[src/rtl/dfc_pkg.sv]
`timescale 1ns/1ps
package dfc_pkg;
  localparam int unsigned DFC_LAT_FRAMES   = 118;
  localparam int unsigned DFC_CAP_FRAMES   = 128;
  localparam int unsigned DFC_CORR_STAGES  = 2;
  localparam int unsigned DFC_FRAME_BYTES  = 24;

  typedef enum logic {
    MODE_FLUSH = 1'b0,
    MODE_PLAY  = 1'b1
  } dfc_mode_e;
endpackage

[src/rtl/dfc_corr_pipe.sv]
`timescale 1ns/1ps
// Chain of correction-pass start pulses; stage i fires i+1 cycles after a strobe.
module dfc_corr_pipe #(
  parameter int unsigned STAGES = 2
) (
  input  logic              clk,
  input  logic              rst_n,
  input  logic              run,
  input  logic              stb_i,
  output logic [STAGES-1:0] kick_o
);
  logic [STAGES-1:0] stage_q;
  logic [STAGES-1:0] stage_d;

  genvar gi;
  generate
    for (gi = 0; gi < STAGES; gi++) begin : g_stage
      if (gi == 0) begin : g_head
        assign stage_d[gi] = run & stb_i;
      end else begin : g_tail
        assign stage_d[gi] = run & stage_q[gi-1];
      end
    end
  endgenerate

  always_ff @(posedge clk or negedge rst_n) begin
    if (!rst_n) begin
      stage_q <= '0;
    end else begin
      stage_q <= stage_d;
    end
  end

  assign kick_o = stage_q;
endmodule

[src/rtl/dfc_ptr_ring.sv]
`timescale 1ns/1ps
// Frame index that wraps at DEPTH and can be cleared.
module dfc_ptr_ring #(
  parameter int unsigned DEPTH = 128,
  localparam int unsigned PTR_W = (DEPTH > 1) ? $clog2(DEPTH) : 1
) (
  input  logic             clk,
  input  logic             rst_n,
  input  logic             clr,
  input  logic             adv,
  output logic [PTR_W-1:0] ptr_o
);
  localparam logic [PTR_W-1:0] LAST = PTR_W'(DEPTH - 1);

  logic [PTR_W-1:0] ptr_q;
  logic [PTR_W-1:0] ptr_d;
  logic             ptr_en;

  always_comb begin
    ptr_en = clr | adv;
    if (clr) begin
      ptr_d = '0;
    end else if (ptr_q == LAST) begin
      ptr_d = '0;
    end else begin
      ptr_d = ptr_q + 1'b1;
    end
  end

  always_ff @(posedge clk or negedge rst_n) begin
    if (!rst_n) begin
      ptr_q <= '0;
    end else if (ptr_en) begin
      ptr_q <= ptr_d;
    end
  end

  assign ptr_o = ptr_q;
endmodule

[src/rtl/dfc_fill_ctl.sv]
`timescale 1ns/1ps
// Occupancy counter, release threshold, capacity guard and sticky flags.
module dfc_fill_ctl #(
  parameter int unsigned LAT_FRAMES = 118,
  parameter int unsigned CAP_FRAMES = 128,
  localparam int unsigned FILL_W = $clog2(CAP_FRAMES + 1)
) (
  input  logic              clk,
  input  logic              rst_n,
  input  logic              clr,
  input  logic              play,
  input  logic              wr_req,
  input  logic              rd_req,
  input  logic              ovf_clr,
  input  logic              udf_clr,
  output logic [FILL_W-1:0] fill_o,
  output logic              valid_o,
  output logic              wr_ok_o,
  output logic              pop_o,
  output logic              ovf_o,
  output logic              udf_o
);
  localparam logic [FILL_W-1:0] FLOOR = FILL_W'(LAT_FRAMES);
  localparam logic [FILL_W-1:0] CEIL  = FILL_W'(CAP_FRAMES);

  logic [FILL_W-1:0] fill_q;
  logic [FILL_W-1:0] fill_d;
  logic              fill_en;
  logic              ovf_q, ovf_d, udf_q, udf_d;
  logic              full, above_floor, valid, pop, wr_ok;
  logic              ovf_set, udf_set;

  always_comb begin
    full        = (fill_q == CEIL);
    above_floor = (fill_q > FLOOR);
    valid       = play & above_floor;
    pop         = rd_req & valid;
    wr_ok       = wr_req & (~full | pop);
    ovf_set     = wr_req & ~wr_ok;
    udf_set     = play & rd_req & ~valid;
  end

  always_comb begin
    fill_en = clr | (wr_ok ^ pop);
    fill_d  = fill_q;
    if (clr) begin
      fill_d = '0;
    end else if (wr_ok && !pop) begin
      fill_d = fill_q + 1'b1;
    end else if (pop && !wr_ok) begin
      fill_d = fill_q - 1'b1;
    end
  end

  always_comb begin
    ovf_d = (ovf_q & ~ovf_clr) | ovf_set;
    udf_d = (udf_q & ~udf_clr) | udf_set;
  end

  always_ff @(posedge clk or negedge rst_n) begin
    if (!rst_n) begin
      fill_q <= '0;
    end else if (fill_en) begin
      fill_q <= fill_d;
    end
  end

  always_ff @(posedge clk or negedge rst_n) begin
    if (!rst_n) begin
      ovf_q <= 1'b0;
      udf_q <= 1'b0;
    end else begin
      ovf_q <= ovf_d;
      udf_q <= udf_d;
    end
  end

  assign fill_o  = fill_q;
  assign valid_o = valid;
  assign pop_o   = pop;
  assign wr_ok_o = wr_ok;
  assign ovf_o   = ovf_q;
  assign udf_o   = udf_q;
endmodule

[src/rtl/dfc_frame_fifo_ctl.sv]
`timescale 1ns/1ps
// Top: mode register, reset release, correction chain, fill control, indices.
module dfc_frame_fifo_ctl
  import dfc_pkg::*;
#(
  parameter int unsigned LAT_FRAMES  = DFC_LAT_FRAMES,
  parameter int unsigned CAP_FRAMES  = DFC_CAP_FRAMES,
  parameter int unsigned CORR_STAGES = DFC_CORR_STAGES,
  localparam int unsigned PTR_W  = (CAP_FRAMES > 1) ? $clog2(CAP_FRAMES) : 1,
  localparam int unsigned FILL_W = $clog2(CAP_FRAMES + 1)
) (
  input  logic                   clk,
  input  logic                   rst_n,
  input  logic                   mode_we,
  input  logic                   mode_sel,
  input  logic                   frm_stb,
  input  logic                   rd_req,
  input  logic                   ovf_clr,
  input  logic                   udf_clr,
  output logic                   play_active,
  output logic [CORR_STAGES-1:0] corr_kick,
  output logic                   wr_commit,
  output logic [PTR_W-1:0]       wr_ptr,
  output logic                   frm_valid,
  output logic                   frm_pop,
  output logic [PTR_W-1:0]       rd_ptr,
  output logic [FILL_W-1:0]      fill_level,
  output logic                   ovf_flag,
  output logic                   udf_flag
);
  // reset release synchronizer
  logic [1:0] rst_sync_q;
  logic       rst_n_s;

  always_ff @(posedge clk or negedge rst_n) begin
    if (!rst_n) begin
      rst_sync_q <= 2'b00;
    end else begin
      rst_sync_q <= {rst_sync_q[0], 1'b1};
    end
  end
  assign rst_n_s = rst_sync_q[1];

  // mode register
  dfc_mode_e mode_q;
  dfc_mode_e mode_d;
  logic      flush_req;
  logic      hold;
  logic      run;

  always_comb begin
    mode_d    = mode_we ? dfc_mode_e'(mode_sel) : mode_q;
    flush_req = mode_we & ~mode_sel;
    hold      = (mode_q == MODE_FLUSH) | flush_req;
    run       = ~hold;
  end

  always_ff @(posedge clk or negedge rst_n_s) begin
    if (!rst_n_s) begin
      mode_q <= MODE_FLUSH;
    end else if (mode_we) begin
      mode_q <= mode_d;
    end
  end

  logic play;
  assign play = (mode_q == MODE_PLAY);

  // correction pass chain
  logic [CORR_STAGES-1:0] kick;

  dfc_corr_pipe #(.STAGES(CORR_STAGES)) u_corr (
    .clk    (clk),
    .rst_n  (rst_n_s),
    .run    (run),
    .stb_i  (frm_stb),
    .kick_o (kick)
  );

  // occupancy
  logic wr_ok;
  logic pop;

  dfc_fill_ctl #(
    .LAT_FRAMES (LAT_FRAMES),
    .CAP_FRAMES (CAP_FRAMES)
  ) u_fill (
    .clk     (clk),
    .rst_n   (rst_n_s),
    .clr     (hold),
    .play    (play),
    .wr_req  (kick[CORR_STAGES-1]),
    .rd_req  (rd_req),
    .ovf_clr (ovf_clr),
    .udf_clr (udf_clr),
    .fill_o  (fill_level),
    .valid_o (frm_valid),
    .wr_ok_o (wr_ok),
    .pop_o   (pop),
    .ovf_o   (ovf_flag),
    .udf_o   (udf_flag)
  );

  // frame indices
  dfc_ptr_ring #(.DEPTH(CAP_FRAMES)) u_wr_ring (
    .clk   (clk),
    .rst_n (rst_n_s),
    .clr   (hold),
    .adv   (wr_ok),
    .ptr_o (wr_ptr)
  );

  dfc_ptr_ring #(.DEPTH(CAP_FRAMES)) u_rd_ring (
    .clk   (clk),
    .rst_n (rst_n_s),
    .clr   (hold),
    .adv   (pop),
    .ptr_o (rd_ptr)
  );

  assign play_active = play;
  assign corr_kick   = kick;
  assign wr_commit   = wr_ok;
  assign frm_pop     = pop;
endmodule

[config.mk]
export PLATFORM = sky130hd
export DESIGN_NAME = dfc_frame_fifo_ctl
export DESIGN_NICKNAME = d
export VERILOG_FILES = /design/src/rtl/dfc_pkg.sv /design/src/rtl/dfc_corr_pipe.sv /design/src/rtl/dfc_ptr_ring.sv /design/src/rtl/dfc_fill_ctl.sv /design/src/rtl/dfc_frame_fifo_ctl.sv
export SDC_FILE = /design/constraint.sdc
export NUM_CORES = 1
export LEC_CHECK = 0
export BUFFER_PORTS_ARGS = -buffer_cell sky130_fd_sc_hd__buf_4
export CAP_MARGIN = 20
export CORE_ASPECT_RATIO = 0.7
export CORE_MARGIN = 4
export CORE_UTILIZATION = 54
export CTS_CLUSTER_DIAMETER = 50
export DETAILED_ROUTE_END_ITERATION = 12
export HOLD_SLACK_MARGIN = 0.02
export MAX_ROUTING_LAYER = met4
export PLACE_DENSITY = 0.86
export RECOVER_POWER = 50
export SLEW_MARGIN = 20
export SYNTH_ARGS = -nofsm -noshare
export SYNTH_HDL_FRONTEND = slang
export SYNTH_SLANG_ARGS = --single-unit
[constraint.sdc]
create_clock -name clk -period 1.7 [get_ports clk]
set_input_delay 0.17 -clock clk [delete_from_list [all_inputs] [get_ports clk]]
set_output_delay 0.17 -clock clk [all_outputs]
set_load 0.02 [all_outputs]
==> qor.yml, run 1 <==
rows: 16
numPortBuffers: 37
synth_top_area_share: 0.422
place_congestion: 0.944
cts_setup_buffers: 20
synth_area_mm2: 0.00172
yosys.area.top_type: "dfrtp_1"
tool.error: "[ERROR DPL-0033] detailed placement checks failed during check placement."
max-clock-path-buffers: 2
cts-root-buf: "clkbuf_8"
cts_max_level: 2
dp_cells: 293
ys_top_cells_by_area: "dfrtp_1 (42%), ha_1 (7.3%), nand2_1 (4.6%), nand3_1 (2.9%), nor2_1 (2.8%)"
clock_sinks: 29
yosysWarnings: 0
cts_buffers: 5
haltStage: "clock tree synthesis"
status: "stopped before the end"
die_y_um: 55.2
synth_flop_cell: "dfrtp_1"
ys_seq_elements: 29
ioPinCount: 38
synth-edff-count: 0
fp.dieW_um: 75.4
synthArstFlopShare: 1.00
ys_types: 50
seq_area_frac_synth: 0.422
synthCells: 184
dp.final_hpwl_um: 3980
cts.repair.resized: 52
hold_buffers: 1
syn_nets: 203
start_util: 0.588
synth_area_per_cell_um2: 9.34
## per-stage QoR
step	worst slack, ps	setup TNS (ps)	hold WS [ps]	area, µm²
3_3_place_gp	-1190	-8440	-48.0	2410
3_5_place_dp	-1280	-9650	-46.0	2410
2_1_floorplan	-1430	-9830	-126	1800
## cell usage after synthesis, drive strengths merged, types with 2 or more instances
library cell	n
nor2	13
o21a	4
nand4	2
ha	10
a211oi	3
xnor2	5
and2	6
dfrtp	29
inv	11
nand2	21
nand3b	2
clkbuf	3
o41ai	2
nor3	9
o21ai	8
and3	3
nor2b	2
o31ai	3
xor2	3
or3	3
nand3	10
a21oi	10
## logic make-up after synthesis
family | share of synthesized area
simple gates | 0.230
compound gates | 0.178
mux | 0.00655
flops | 0.422
buf+inv | 0.0364
xor+xnor | 0.0408
other cells | 0.00218
fa+ha+maj | 0.0844
==> inputs of run 2 (changes only) <==
--- a/config.mk
+++ b/config.mk
@@ -7,14 +7,10 @@
 export LEC_CHECK = 0
 export BUFFER_PORTS_ARGS = -buffer_cell sky130_fd_sc_hd__buf_4
 export CAP_MARGIN = 20
-export CORE_ASPECT_RATIO = 0.7
 export CORE_MARGIN = 4
-export CORE_UTILIZATION = 54
-export CTS_CLUSTER_DIAMETER = 50
+export CORE_UTILIZATION = 40
 export DETAILED_ROUTE_END_ITERATION = 12
-export HOLD_SLACK_MARGIN = 0.02
-export MAX_ROUTING_LAYER = met4
-export PLACE_DENSITY = 0.86
+export PLACE_DENSITY_LB_ADDON = 0.15
 export RECOVER_POWER = 50
 export SLEW_MARGIN = 20
 export SYNTH_ARGS = -nofsm -noshare
==> run 2 against run 1 <==
Compared with the run above:
- the flow now finishes, with violations (negative setup slack)
- area after synthesis is the same
- synthesized cell count unchanged
==> qor.yml, run 2 <==
status: "complete, but fails checks"  # was stopped before the end
violations: "negative setup slack"
ys_types: 50  # unchanged
cts-root-buf: "clkbuf_8"  # unchanged
maxSlewHeadroom: 0.539
dp_cells: 307  # was 293
synthArstFlopShare: 1.00  # unchanged
hold_class: "in -> reg"
fmax_mhz: 329
drt_pass1_iterations: 4
critPathTopFamily: "compound AO/OA/AOI/OAI gates"
synthCells: 184  # unchanged
numPortBuffers: 37  # unchanged
cp-end-kind: "flip-flop"
synth_area_mm2: 0.00172  # unchanged
final_common_cell: "buf_4"
slowest_delay_ps: 550
yosys.area.top_type: "dfrtp_1"  # unchanged
ys_top_cells_by_area: "dfrtp_1 (42%), ha_1 (7.3%), nand2_1 (4.6%), nand3_1 (2.9%), nor2_1 (2.8%)"  # unchanged
core_area_mm2: 0.00409
stdcell_count: 346
antenna_cells: 0
grt_max_degree: 28
fin_crit_sh: 1.79
fin_worst_skew_ps: 6.72
syn_to_final_growth_pct: 77.9
max-clock-path-buffers: 2  # unchanged
dp.final_hpwl_um: 3780  # was 3980 µm
setup_viol: 25
cp_slowest_cell: "or4_4"
wl_per_cell_um: 17.1
ioPinCount: 38  # unchanged
holdWs_ps: 90.9
cts_buffers: 5  # unchanged
grt.overflow.total: 0
cp_common_cell: "ha_4"
vias: 1909
rows: 23  # was 16
drt_iter0_drc: 63
cp-start-kind: "flip-flop"
start_util: 0.421  # was 0.588
drv_cap: 0
synth_flop_cell: "dfrtp_1"  # unchanged
place_congestion: 0.955  # was 0.944
synth_top_area_share: 0.422  # unchanged
irDropWorstVdd_mv: 0.353
synth-edff-count: 0  # unchanged
layout.nets: 314
largest_register_ffs: 8
yosysWarnings: 0  # unchanged
cts_max_level: 2  # unchanged
track_usage: 0.218
post-route-util: 0.749
clock_sinks: 29  # unchanged
period_needed_ps: 3040
fp.dieW_um: 73.6  # was 75.4 µm
seq_area_frac_synth: 0.422  # unchanged
slew_viol_final: 0
p_per_area_mw_per_mm2: 558
viasPerCell: 5.52
cp_max_fo: 7
timing.reg2reg.setup_slack_ps: -1340
die_area_mm2: 0.00541
grt_setup_unrepaired: "yes"
syn_nets: 203  # unchanged
wirelength_um: 5930
worst-path-buf-inv: 2
layout-drive-gt1-share: 0.551
fillers: 269
postRouteAntennaNets: 0
cp_data_arrival_time_ps: 3220
synth_commonest_cells: "dfrtp_1 (29), nand2_1 (21), nor2_1 (13)"  # unchanged
grt_pass1_vias: 1925
synth_area_per_cell_um2: 9.34  # unchanged
clk_pin_slew_ps: 60
clock_latency_ps: 280
ys_seq_elements: 29  # unchanged
cp_data_required_time_ps: 1880
p_leak_nw: 1.44
yosysMostFrequentCell: "dfrtp_1"  # unchanged
drc: 0
layout_common_cells: "buf_4 (76), buf_6 (28), dfrtp_1 (26)"
die_y_um: 73.6  # was 55.2 µm
final.setup.worst_slack_ps: -1340
cts_tree: "done"
path_cells: "or4_4, o31ai_4, inv_4, ha_4, inv_8, ha_4, a211oi_4, o21ai_2, a2111o_1, o2111a_1, a31o_2"
hold_viol: 0
total_power_w: 0.00171
grt_pass1_wl_um: 8960
antenna_found_initial: 0
criticalPathCategory: "reg -> reg"
worstMarginPinSlew_ps: 691
run 2: metal layers:
| layer | GRT usage | up-vias | wire (µm) |
|---|---|---|---|
| li1 | - | 883 | - |
| met1 | 0.229 | 954 | 2220 |
| met2 | 0.396 | 51 | 3230 |
| met3 | 0.0520 | 21 | 265 |
| met4 | 0.115 | 0 | 208 |
| met5 | 0 | - | 0 |
run 2: cell families (layout without fill, tap and decap cells):
logic type	count (synthesis)	in the layout	synth area share
AOI/OAI and AO/OA	42	42	0.178
xor gates and xnor gates	8	8	0.0408
adders and majority gates	11	11	0.0844
buffers and inverters	15	127	0.0364
DFF	29	29	0.422
muxes	1	1	0.00655
other	1	1	0.00218
and+or+nand+nor	77	77	0.230
run 2: per-stage QoR:
stage | area (µm²) | setup WS (ps) | setup TNS [ps]
final | 3060 | -1340 | -14770
after global routing | 3060 | -1420 | -16730
after CTS | 2840 | -1290 | -12000
after detailed placement | 2430 | -1300 | -9100
after global placement | 2430 | -1190 | -8290
after floorplan | 1800 | -1430 | -9830
run 2: repair_timing:
item | in CTS | in global routing
setup buffers | 19 | 14
endpoints found under the hold margin | 2 | 0
resized for setup | 37 | 32
pin swaps | 13 | 19
hold buffers | 1 | 0
endpoints found under the setup margin | 20 | 26
run 2: area by class of cell:
class,instances,area (µm²),area share
clock buffers,7,86.3,0.0282
multi-input cells,140,1170,0.383
inverters,11,53.8,0.0176
well taps,50,62.6,0.0204
clock inverters,1,30.0,0.00982
flip-flops and latches,29,729,0.238
repair buffers,108,925,0.302
run 2: power breakdown:
part	total, W	internal (W)	switching (W)
Combinational	0.000252	0.000114	0.000139
Sequential	0.000711	0.000703	0.00000829
Clock	0.000743	0.000477	0.000266
run 2: worst register-to-register path, delay by kind of cell (launching register included):
family	cells	cell delay, ps
AND/OR/NAND/NOR	1	550
flip-flops	1	400
buffers and inverters	2	160
adder cells (fa/ha/maj)	2	410
AO/OA/AOI/OAI	6	1410
run 2: path summary, 6_finish.rpt:
check | from | endpoint | cells past startpoint
setup / recovery | u_fill.fill_o[0]$_DFFE_PN0P_ | u_fill.fill_o[7]$_DFFE_PN0P_ | 11
hold / removal | udf_clr | u_fill.udf_o$_DFF_PN0_ | 2
setup reg to reg | u_fill.fill_o[0]$_DFFE_PN0P_ | u_fill.fill_o[7]$_DFFE_PN0P_ | 11
hold reg to reg | rst_sync_q[0]$_DFF_PN0_ | rst_sync_q[1]$_DFF_PN0_ | 0
max in group asynchronous | rst_sync_q[1]$_DFF_PN0_ | u_fill.fill_o[6]$_DFFE_PN0P_ | 1
min in group asynchronous | rst_n | rst_sync_q[0]$_DFF_PN0_ | 2
Note: power is estimated with default switching activity, not from simulation.
